`src/rtl/seq_gap_pkg.sv`:
```
package seq_gap_pkg;

    localparam int NUM_CH   = 8;
    localparam int TS_W     = 8;
    localparam int SMP_W    = 14;
    localparam int WORD_W   = 32;
    localparam int TS_LSB   = 24;
    localparam int TAG_LSB  = 16;
    localparam int IDX_W    = $clog2(NUM_CH);

    typedef logic [TS_W-1:0]   ts_t;
    typedef logic [NUM_CH-1:0] tag_t;
    typedef logic [SMP_W-1:0]  smp_t;
    typedef logic [IDX_W-1:0]  idx_t;

    typedef struct packed {
        logic ok;
        idx_t idx;
        ts_t  ts;
        smp_t smp;
    } dec_word_t;

    function automatic logic tag_is_onehot(input tag_t t);
        return (t != '0) && ((t & (t - tag_t'(1))) == '0);
    endfunction

    function automatic idx_t tag_to_index(input tag_t t);
        idx_t r;
        r = '0;
        for (int i = 0; i < NUM_CH; i++) begin
            if (t[i]) r = r | idx_t'(i);
        end
        return r;
    endfunction

    function automatic ts_t ts_succ(input ts_t t);
        return t + ts_t'(1);
    endfunction

endpackage

```
`src/rtl/seq_gap_decode.sv`:
```
module seq_gap_decode
    import seq_gap_pkg::*;
(
    input  logic [WORD_W-1:0] word_i,
    output dec_word_t         dec_o
);
    tag_t tag;

    always_comb begin
        tag       = word_i[TAG_LSB +: NUM_CH];
        dec_o.ok  = tag_is_onehot(tag);
        dec_o.idx = tag_to_index(tag);
        dec_o.ts  = word_i[TS_LSB +: TS_W];
        dec_o.smp = word_i[SMP_W-1:0];
    end
endmodule

```
`src/rtl/seq_gap_slot.sv`:
```
module seq_gap_slot
    import seq_gap_pkg::*;
#(
    parameter int CNT_W = 16
) (
    input  logic             clk,
    input  logic             rst,
    input  logic             clear_i,
    input  logic             hit_i,
    input  ts_t              ts_i,
    output logic             loss_o,
    output logic [CNT_W-1:0] count_o
);
    localparam logic [CNT_W-1:0] CNT_MAX = '1;

    logic ref_ok;
    ts_t  last_ts;

    always_comb begin
        loss_o = hit_i && ref_ok && (ts_i != ts_succ(last_ts));
    end

    always_ff @(posedge clk) begin
        if (rst || clear_i) begin
            ref_ok  <= 1'b0;
            last_ts <= '0;
            count_o <= '0;
        end else if (hit_i) begin
            ref_ok  <= 1'b1;
            last_ts <= ts_i;
            if (loss_o && count_o != CNT_MAX) begin
                count_o <= count_o + 1'b1;
            end
        end
    end
endmodule

```
`src/rtl/seq_gap_monitor.sv`:
```
module seq_gap_monitor
    import seq_gap_pkg::*;
#(
    parameter int CNT_W = 16
) (
    input  logic                    clk,
    input  logic                    rst,
    input  logic                    sos_i,
    input  logic                    word_valid_i,
    input  logic [WORD_W-1:0]       word_i,
    output logic                    out_valid_o,
    output logic [IDX_W-1:0]        out_chan_o,
    output logic [SMP_W-1:0]        out_sample_o,
    output logic                    loss_pulse_o,
    output logic [IDX_W-1:0]        loss_chan_o,
    output logic                    fmt_err_o,
    output logic [NUM_CH*CNT_W-1:0] loss_count_o
);
    dec_word_t         dec;
    logic              take;
    logic              accept;
    logic              reject;
    logic [NUM_CH-1:0] loss_vec;

    seq_gap_decode u_decode (
        .word_i (word_i),
        .dec_o  (dec)
    );

    always_comb begin
        take   = word_valid_i && !sos_i;
        accept = take && dec.ok;
        reject = take && !dec.ok;
    end

    for (genvar g = 0; g < NUM_CH; g++) begin : g_slot
        seq_gap_slot #(.CNT_W(CNT_W)) u_slot (
            .clk     (clk),
            .rst     (rst),
            .clear_i (sos_i),
            .hit_i   (accept && (dec.idx == idx_t'(g))),
            .ts_i    (dec.ts),
            .loss_o  (loss_vec[g]),
            .count_o (loss_count_o[g*CNT_W +: CNT_W])
        );
    end

    always_ff @(posedge clk) begin
        if (rst) begin
            out_valid_o  <= 1'b0;
            out_chan_o   <= '0;
            out_sample_o <= '0;
            loss_pulse_o <= 1'b0;
            loss_chan_o  <= '0;
            fmt_err_o    <= 1'b0;
        end else begin
            out_valid_o  <= accept;
            fmt_err_o    <= reject;
            loss_pulse_o <= |loss_vec;
            if (accept) begin
                out_chan_o   <= dec.idx;
                out_sample_o <= dec.smp;
            end
            if (|loss_vec) begin
                loss_chan_o <= dec.idx;
            end
        end
    end
endmodule

```
`config.mk`:
```
export PLATFORM = sky130hd
export DESIGN_NAME = seq_gap_monitor
export DESIGN_NICKNAME = d
export VERILOG_FILES = /design/src/rtl/seq_gap_pkg.sv /design/src/rtl/seq_gap_decode.sv /design/src/rtl/seq_gap_slot.sv /design/src/rtl/seq_gap_monitor.sv
export SDC_FILE = /design/constraint.sdc
export NUM_CORES = 1
export LEC_CHECK = 0
export CORE_ASPECT_RATIO = 1.25
export CORE_MARGIN = 2
export CORE_UTILIZATION = 50
export CTS_BUF_LIST = sky130_fd_sc_hd__clkbuf_2 sky130_fd_sc_hd__clkbuf_4 sky130_fd_sc_hd__clkbuf_8
export DETAILED_ROUTE_END_ITERATION = 6
export GPL_ROUTABILITY_DRIVEN = 1
export GPL_TIMING_DRIVEN = 0
export HOLD_SLACK_MARGIN = 0.12
export PLACE_DENSITY = 0.75
export SLEW_MARGIN = 40
export SYNTH_ARGS = -nofsm -noshare
export SYNTH_HDL_FRONTEND = slang
export SYNTH_SLANG_ARGS = --single-unit
```
`constraint.sdc`:
```
create_clock -name clk -period 3.4 [get_ports clk]
set_input_delay 0.68 -clock clk [delete_from_list [all_inputs] [get_ports clk]]
set_output_delay 0.68 -clock clk [all_outputs]
set_load 0.02 [all_outputs]
```
* Yosys cells after proc, flatten, opt, wreduce, memory -nomap -nowiden
Cells that the tools add are included.
Word-level totals: bits in registers 223, input port bits 36, output and inout port bits 151, word-level logic and storage cells 129
Cells by class: add/subtract/negate cells 17, equal/unequal tests 23, mux-type cells 7, bitwise operators 1, reductions and logical operators 51
Operator list (number):
- adder 16 x 1 -> 16 bit, second input constant | 8
- != test 16 bit, second input constant | 8
- adder 8 x 1 -> 8 bit, second input constant | 8
- != test 8 bit | 8
- logical AND 1 bit | 36
- AND reduction 2 bit | 8
- == test 3 bit, second input constant | 4
- 2-to-1 mux 3 bit | 4
- bitwise AND 8 bit | 1
- zero test 8 bit | 1
- nonzero test 8 bit | 1
- OR reduction 8 bit | 1
- subtractor 8 x 1 -> 8 bit, second input constant | 1
- == test 3 x 2 -> 1 bit, second input constant | 2
- 2-to-1 mux 2 bit | 2
- == test 3 x 1 -> 1 bit, second input constant | 1
- zero test 3 bit | 1
- zero test 1 bit | 2
- logical OR 1 bit | 1
- 2-to-1 mux 1 bit | 1

* Longest topological paths before layout
depth after elaboration 13, mapped depth 11, gate-level depth less buffers 9

* Modules after synthesis
A second synthesis with hierarchy kept.
Second synthesis, totals: cell total of the unflattened synthesis 1521, area, all modules 13314.0 µm²
By module, submodules not included:
- seq_gap_slot | times used 8, cells each 172, area an instance 1517.7 µm², seq. area each 500.5 µm²
- seq_gap_monitor | times used 1, cells each 109, area an instance 889.6 µm², seq. area each 460.4 µm²
- seq_gap_decode | times used 1, cells each 36, area an instance 282.8 µm², seq. area each 0.0 µm²

* Worst setup path after synthesis
OpenSTA, ideal clock, no wires.
kind in2reg, start point in word_i[17], end point reg g_slot[2].u_slot.count_o[11], library setup time 0.059 ns, arrival 2.969 ns, data required time 3.341 ns, slack 0.372 ns, stages on the path 10, path buffers 2, cells stage by stage buf_4 -> a2111oi_4 -> a21oi_1 -> a2111oi_4 -> and3b_1 -> nand4_4 -> or2_1 -> buf_6 -> or4_1 -> nand2_1
On the way: word-level cells in the longest chain between the ends 13
Ends and longest elaborated chain:
- start: declaration | RTL line seq_gap_monitor.sv:10 | input logic [WORD_W-1:0] word_i,
- branches (longest 8 deep; another with subtractor 8 x 1 -> 8 bit)
- logical AND 1 bit (*) | RTL line seq_gap_monitor.sv:41 | .hit_i (accept && (dec.idx == idx_t'(g))),
- logical AND 1 bit (2 in a row) | RTL line seq_gap_slot.sv:20 | loss_o = hit_i && ref_ok && (ts_i != ts_succ(last_ts));
- logical AND 1 bit | RTL line seq_gap_slot.sv:31 | if (loss_o && count_o != CNT_MAX) begin
- AND reduction 2 bit (no line) (*)
- end signal: assignment | RTL line seq_gap_slot.sv:32 | count_o <= count_o + 1'b1;
- end: declaration | RTL line seq_gap_slot.sv:12 | output logic [CNT_W-1:0] count_o
Every way passes the cells marked *. A chain may end at the register's enable or synchronous reset.

* Worst setup path after layout
start point in word_i[28], end point reg loss_chan_o[0]
On the way: word-level cells in the longest chain between the ends 3
Ends and longest elaborated chain:
- != test 8 bit | RTL line seq_gap_slot.sv:20
- logical AND 1 bit | RTL line seq_gap_slot.sv:20
- OR reduction 8 bit (*) | RTL line seq_gap_monitor.sv:64 | if (|loss_vec) begin
- end signal: assignment | RTL line seq_gap_monitor.sv:65 | loss_chan_o <= dec.idx;
- end: declaration | RTL line seq_gap_monitor.sv:15 | output logic [IDX_W-1:0] loss_chan_o,
Every way passes the cells marked *; elsewhere a longest branch is shown, timed or not.

==> results.json <==
{
  "hold_class": "reg2reg",
  "syn_to_final_growth_pct": 26.1,
  "drc_errors": 0,
  "synth_edf_count": 0,
  "grt_overflow": 0,
  "finalMaxSlewViolations": 0,
  "worstPathArrival_ns": 3.73,
  "diodes": 0,
  "htreeDepth": 2,
  "clkSinkCount": 223,
  "worstHoldStart": "g_slot[4].u_slot.ref_ok",
  "netlist_area_mm2": 0.0117,
  "yosysWarningCount": 0,
  "place.gp.congestion": 0.895,
  "ir_drop_v": 0.000264,
  "dp_slack_ns": -0.746,
  "start_util_pct": 50.7,
  "syn_area_per_cell_um2": 8.61,
  "synth_seq_cells": 223,
  "p_leak_nw": 5.21,
  "core_mm2": 0.0230,
  "p_int_w": 0.00414,
  "fin_skew_ns": 0.0302,
  "outcome": "finished clean",
  "cap_violations": 0,
  "rows": 62,
  "postSynthCellCount": 1354,
  "hold_depth": 2,
  "critical_path.max_fanout": 10,
  "finalSetupViolations": 0,
  "layout-drive-gt1-share_pct": 9.65,
  "power_density_mw_per_mm2": 367,
  "yosysTopAreaCellShare_pct": 38.3,
  "n_fill_cell": 1967,
  "synth_area_leaders": "dfxtp_1, xnor2_1, mux2i_1",
  "setup_ws_ns": 0.0801,
  "end_kind": "register",
  "clkPwrFrac_pct": 46.5,
  "fin_crit_sh_pct": 97.6,
  "cts_tree": "built",
  "antenna_found_initial": 0,
  "slew_headroom_pct": 42.2,
  "clock.fmax_mhz": 301,
  "die_w_um": 141,
  "p_seq_share_pct": 48.5,
  "synthFlopType": "dfxtp_1",
  "hold_viol_final": 0,
  "clkTransAtPathRegs_ns": 0.06,
  "grt_pass1_wl_um": 50600,
  "portBuffers": 178,
  "combPwrFrac_pct": 5.1,
  "drtAntennaViolNets": 0,
  "cp-start-kind": "primary input",
  "first_pass_iters": 6,
  "via_per_inst": 5.64,
  "grt_pass1_vias": 10126,
  "worst_slew_pin_slew_ns": 0.866,
  "ys_types": 78,
  "io_pins": 187,
  "clk_path_buf_depth": 3,
  "via_count": 10630,
  "dp_hpwl_um": 22300,
  "final_area_mm2": 0.0147,
  "cts_root_buf": "clkbuf_8",
  "synth.largest_area_cell": "dfxtp_1",
  "min_period_ns": 3.32,
  "reg2reg_from": "g_slot[0].u_slot.last_ts[0]",
  "swShare_pct": 23.2,
  "p_sw_w": 0.00125,
  "ff2ff_path_depth": 9,
  "first_iter_violations": 583,
  "wirelength_um": 31700,
  "synth_seq_area_share_pct": 38.3,
  "grt_max_degree": 11,
  "dieArea_mm2": 0.0245,
  "rrSetupSlack_ns": 0.23,
  "cp.required_ns": 3.81,
  "r2r-end": "loss_chan_o[0]",
  "async_flop_share_pct": 0,
  "whs_ns": 0.450,
  "synth_fp_nets": 1406,
  "die_h_um": 175,
  "place_area_mm2": 0.0138,
  "fin_nets": 1624,
  "cts-buffers-inserted": 37,
  "worst_hold_path.endpoint": "g_slot[4].u_slot.ref_ok",
  "yosysMostFrequentCell": "dfxtp_1",
  "grt.total_usage_pct": 25.1,
  "wl_per_cell_um": 16.8,
  "synth_common_cells": "dfxtp_1, nor2_1, nand2_1",
  "worstSkewPairLatency_ns": 0.54,
  "crit_type": "in2reg"
}
## placed cells by master, fill, tap and decap left out, types with 6 or more instances in the layout
| cell | netlist | final |
|---|---|---|
| clkdlybuf4s50_1 | 0 | 177 |
| a211oi_1 | 12 | 11 |
| clkbuf_4 | 0 | 11 |
| nor4_1 | 11 | 9 |
| nor4_2 | 15 | 15 |
| and4_1 | 14 | 14 |
| clkbuf_8 | 0 | 48 |
| nor2b_1 | 8 | 8 |
| and2_1 | 8 | 8 |
| nand3b_1 | 6 | 6 |
| mux2i_1 | 78 | 78 |
| nand2_1 | 121 | 121 |
| or4_1 | 15 | 14 |
| or3_1 | 18 | 18 |
| nand3_1 | 53 | 51 |
| nor3_1 | 30 | 29 |
| buf_4 | 5 | 7 |
| clkbuf_1 | 46 | 44 |
| o211ai_1 | 10 | 10 |
| buf_2 | 20 | 19 |
| nand4_1 | 33 | 33 |
| nor2_1 | 206 | 206 |
| nand2b_1 | 6 | 6 |
| dfxtp_1 | 223 | 223 |
| a211o_1 | 7 | 7 |
| o21ai_0 | 24 | 24 |
| nor4b_1 | 7 | 6 |
| a31o_2 | 6 | 6 |
| a31oi_1 | 16 | 16 |
| inv_1 | 27 | 27 |
| ha_1 | 16 | 16 |
| xor2_1 | 56 | 56 |
| and3_1 | 37 | 37 |
| a21oi_1 | 45 | 44 |
| xnor2_1 | 90 | 90 |
## worst max path at each step
| stage | slack (ns) | endpoint | from | depth (start not counted) |
|---|---|---|---|---|
| after global placement | -0.75 | g_slot[6].u_slot.count_o[15] | word_i[29] | 11 |
| final | 0.08 | loss_chan_o[0] | word_i[28] | 10 |
| after floorplan | 0.37 | g_slot[2].u_slot.count_o[11] | word_i[17] | 10 |
| after global routing | -0.04 | loss_chan_o[0] | word_i[28] | 10 |
| after detailed placement | -0.75 | loss_chan_o[0] | word_i[30] | 9 |
| after CTS | 0.02 | g_slot[5].u_slot.count_o[14] | word_i[19] | 10 |
## what timing repair did
item | CTS | global route
setup endpoints to repair | 25 | 52
hold buffers | 0 | 0
resized for setup | 10 | 16
pin swaps | 0 | 2
buffers inserted | 0 | 1
cloned | 0 | 0
## stage by stage
step                      total power, W  std cells  utilization (%)  setup TNS (ns)
after floorplan                  0.00282       1354                -               0
after global placement           0.00293       1820             60.1          -53.05
after detailed placement         0.00294       1820             60.1          -58.14
after CTS                        0.00544       1883             63.7               0
after global routing             0.00557       1884             64.0         -0.0350
final                            0.00539       1884             64.0               0
## cell families (layout without fill, tap and decap cells)
family,count (synthesis),after routing,synth area share [%]
multiplexers,80,80,6.93
XOR/XNOR,146,146,11.0
buffers and inverters,105,347,3.95
adder cells (fa/ha/maj),17,17,1.80
AND/OR/NAND/NOR,619,619,27.8
flip-flops,223,223,38.3
AO/OA/AOI/OAI,164,164,10.2
## area by class of cell
class	instances	area [um2]	area share (%)
multi-input cells	1026	6820	46.4
flip-flops and latches	223	4460	30.4
repair buffers	179	1790	12.2
clock buffers	57	728	4.95
plain buffers	78	372	2.53
well taps	288	360	2.45
inverters	27	101	0.690
clock inverters	6	57.6	0.392
## state kept, by name, summed over array words and instances, names as in the netlist
| name | flops |
|---|---|
| g_slot.u_slot.count_o | 128 |
| fmt_err_o | 1 |
| out_chan_o | 3 |
| loss_chan_o | 3 |
| out_sample_o | 14 |
| g_slot.u_slot.last_ts | 64 |
| g_slot.u_slot.ref_ok | 8 |
| out_valid_o | 1 |
| loss_pulse_o | 1 |
## metal layers
metal / vias up / wire length [um] / share of wire [%] / global-route usage [%]
li1: 5200 / - / - / -
met3: 69 / 1540 / 4.8 / 4.08
met4: 0 / 934 / 2.9 / 9.13
met5: - / 0 / 0 / 0
met1: 5078 / 13400 / 42 / 30.5
met2: 283 / 15800 / 50 / 44.6
## power groups by stage
stage          Sequential [W]  Combinational (W)  Clock (W)
2_1_floorplan         0.00267           0.000148          0
3_3_place_gp          0.00267           0.000258          0
3_5_place_dp          0.00267           0.000263          0
4_1_cts               0.00261           0.000267    0.00256
5_1_grt               0.00261           0.000292    0.00267
6_report              0.00262           0.000273    0.00251
## worst max-delay path: stages
cell             delay [ns]
clkdlybuf4s50_1        0.50
buf_4                  0.23
xor2_1                 0.22
nor4b_2                0.26
o221ai_1               0.15
or4_1                  0.48
nand3_2                0.15
nand2_1                0.16
or4_4                  0.59
mux2_4                 0.31
No activity file was read; power rests on OpenSTA's default activity.
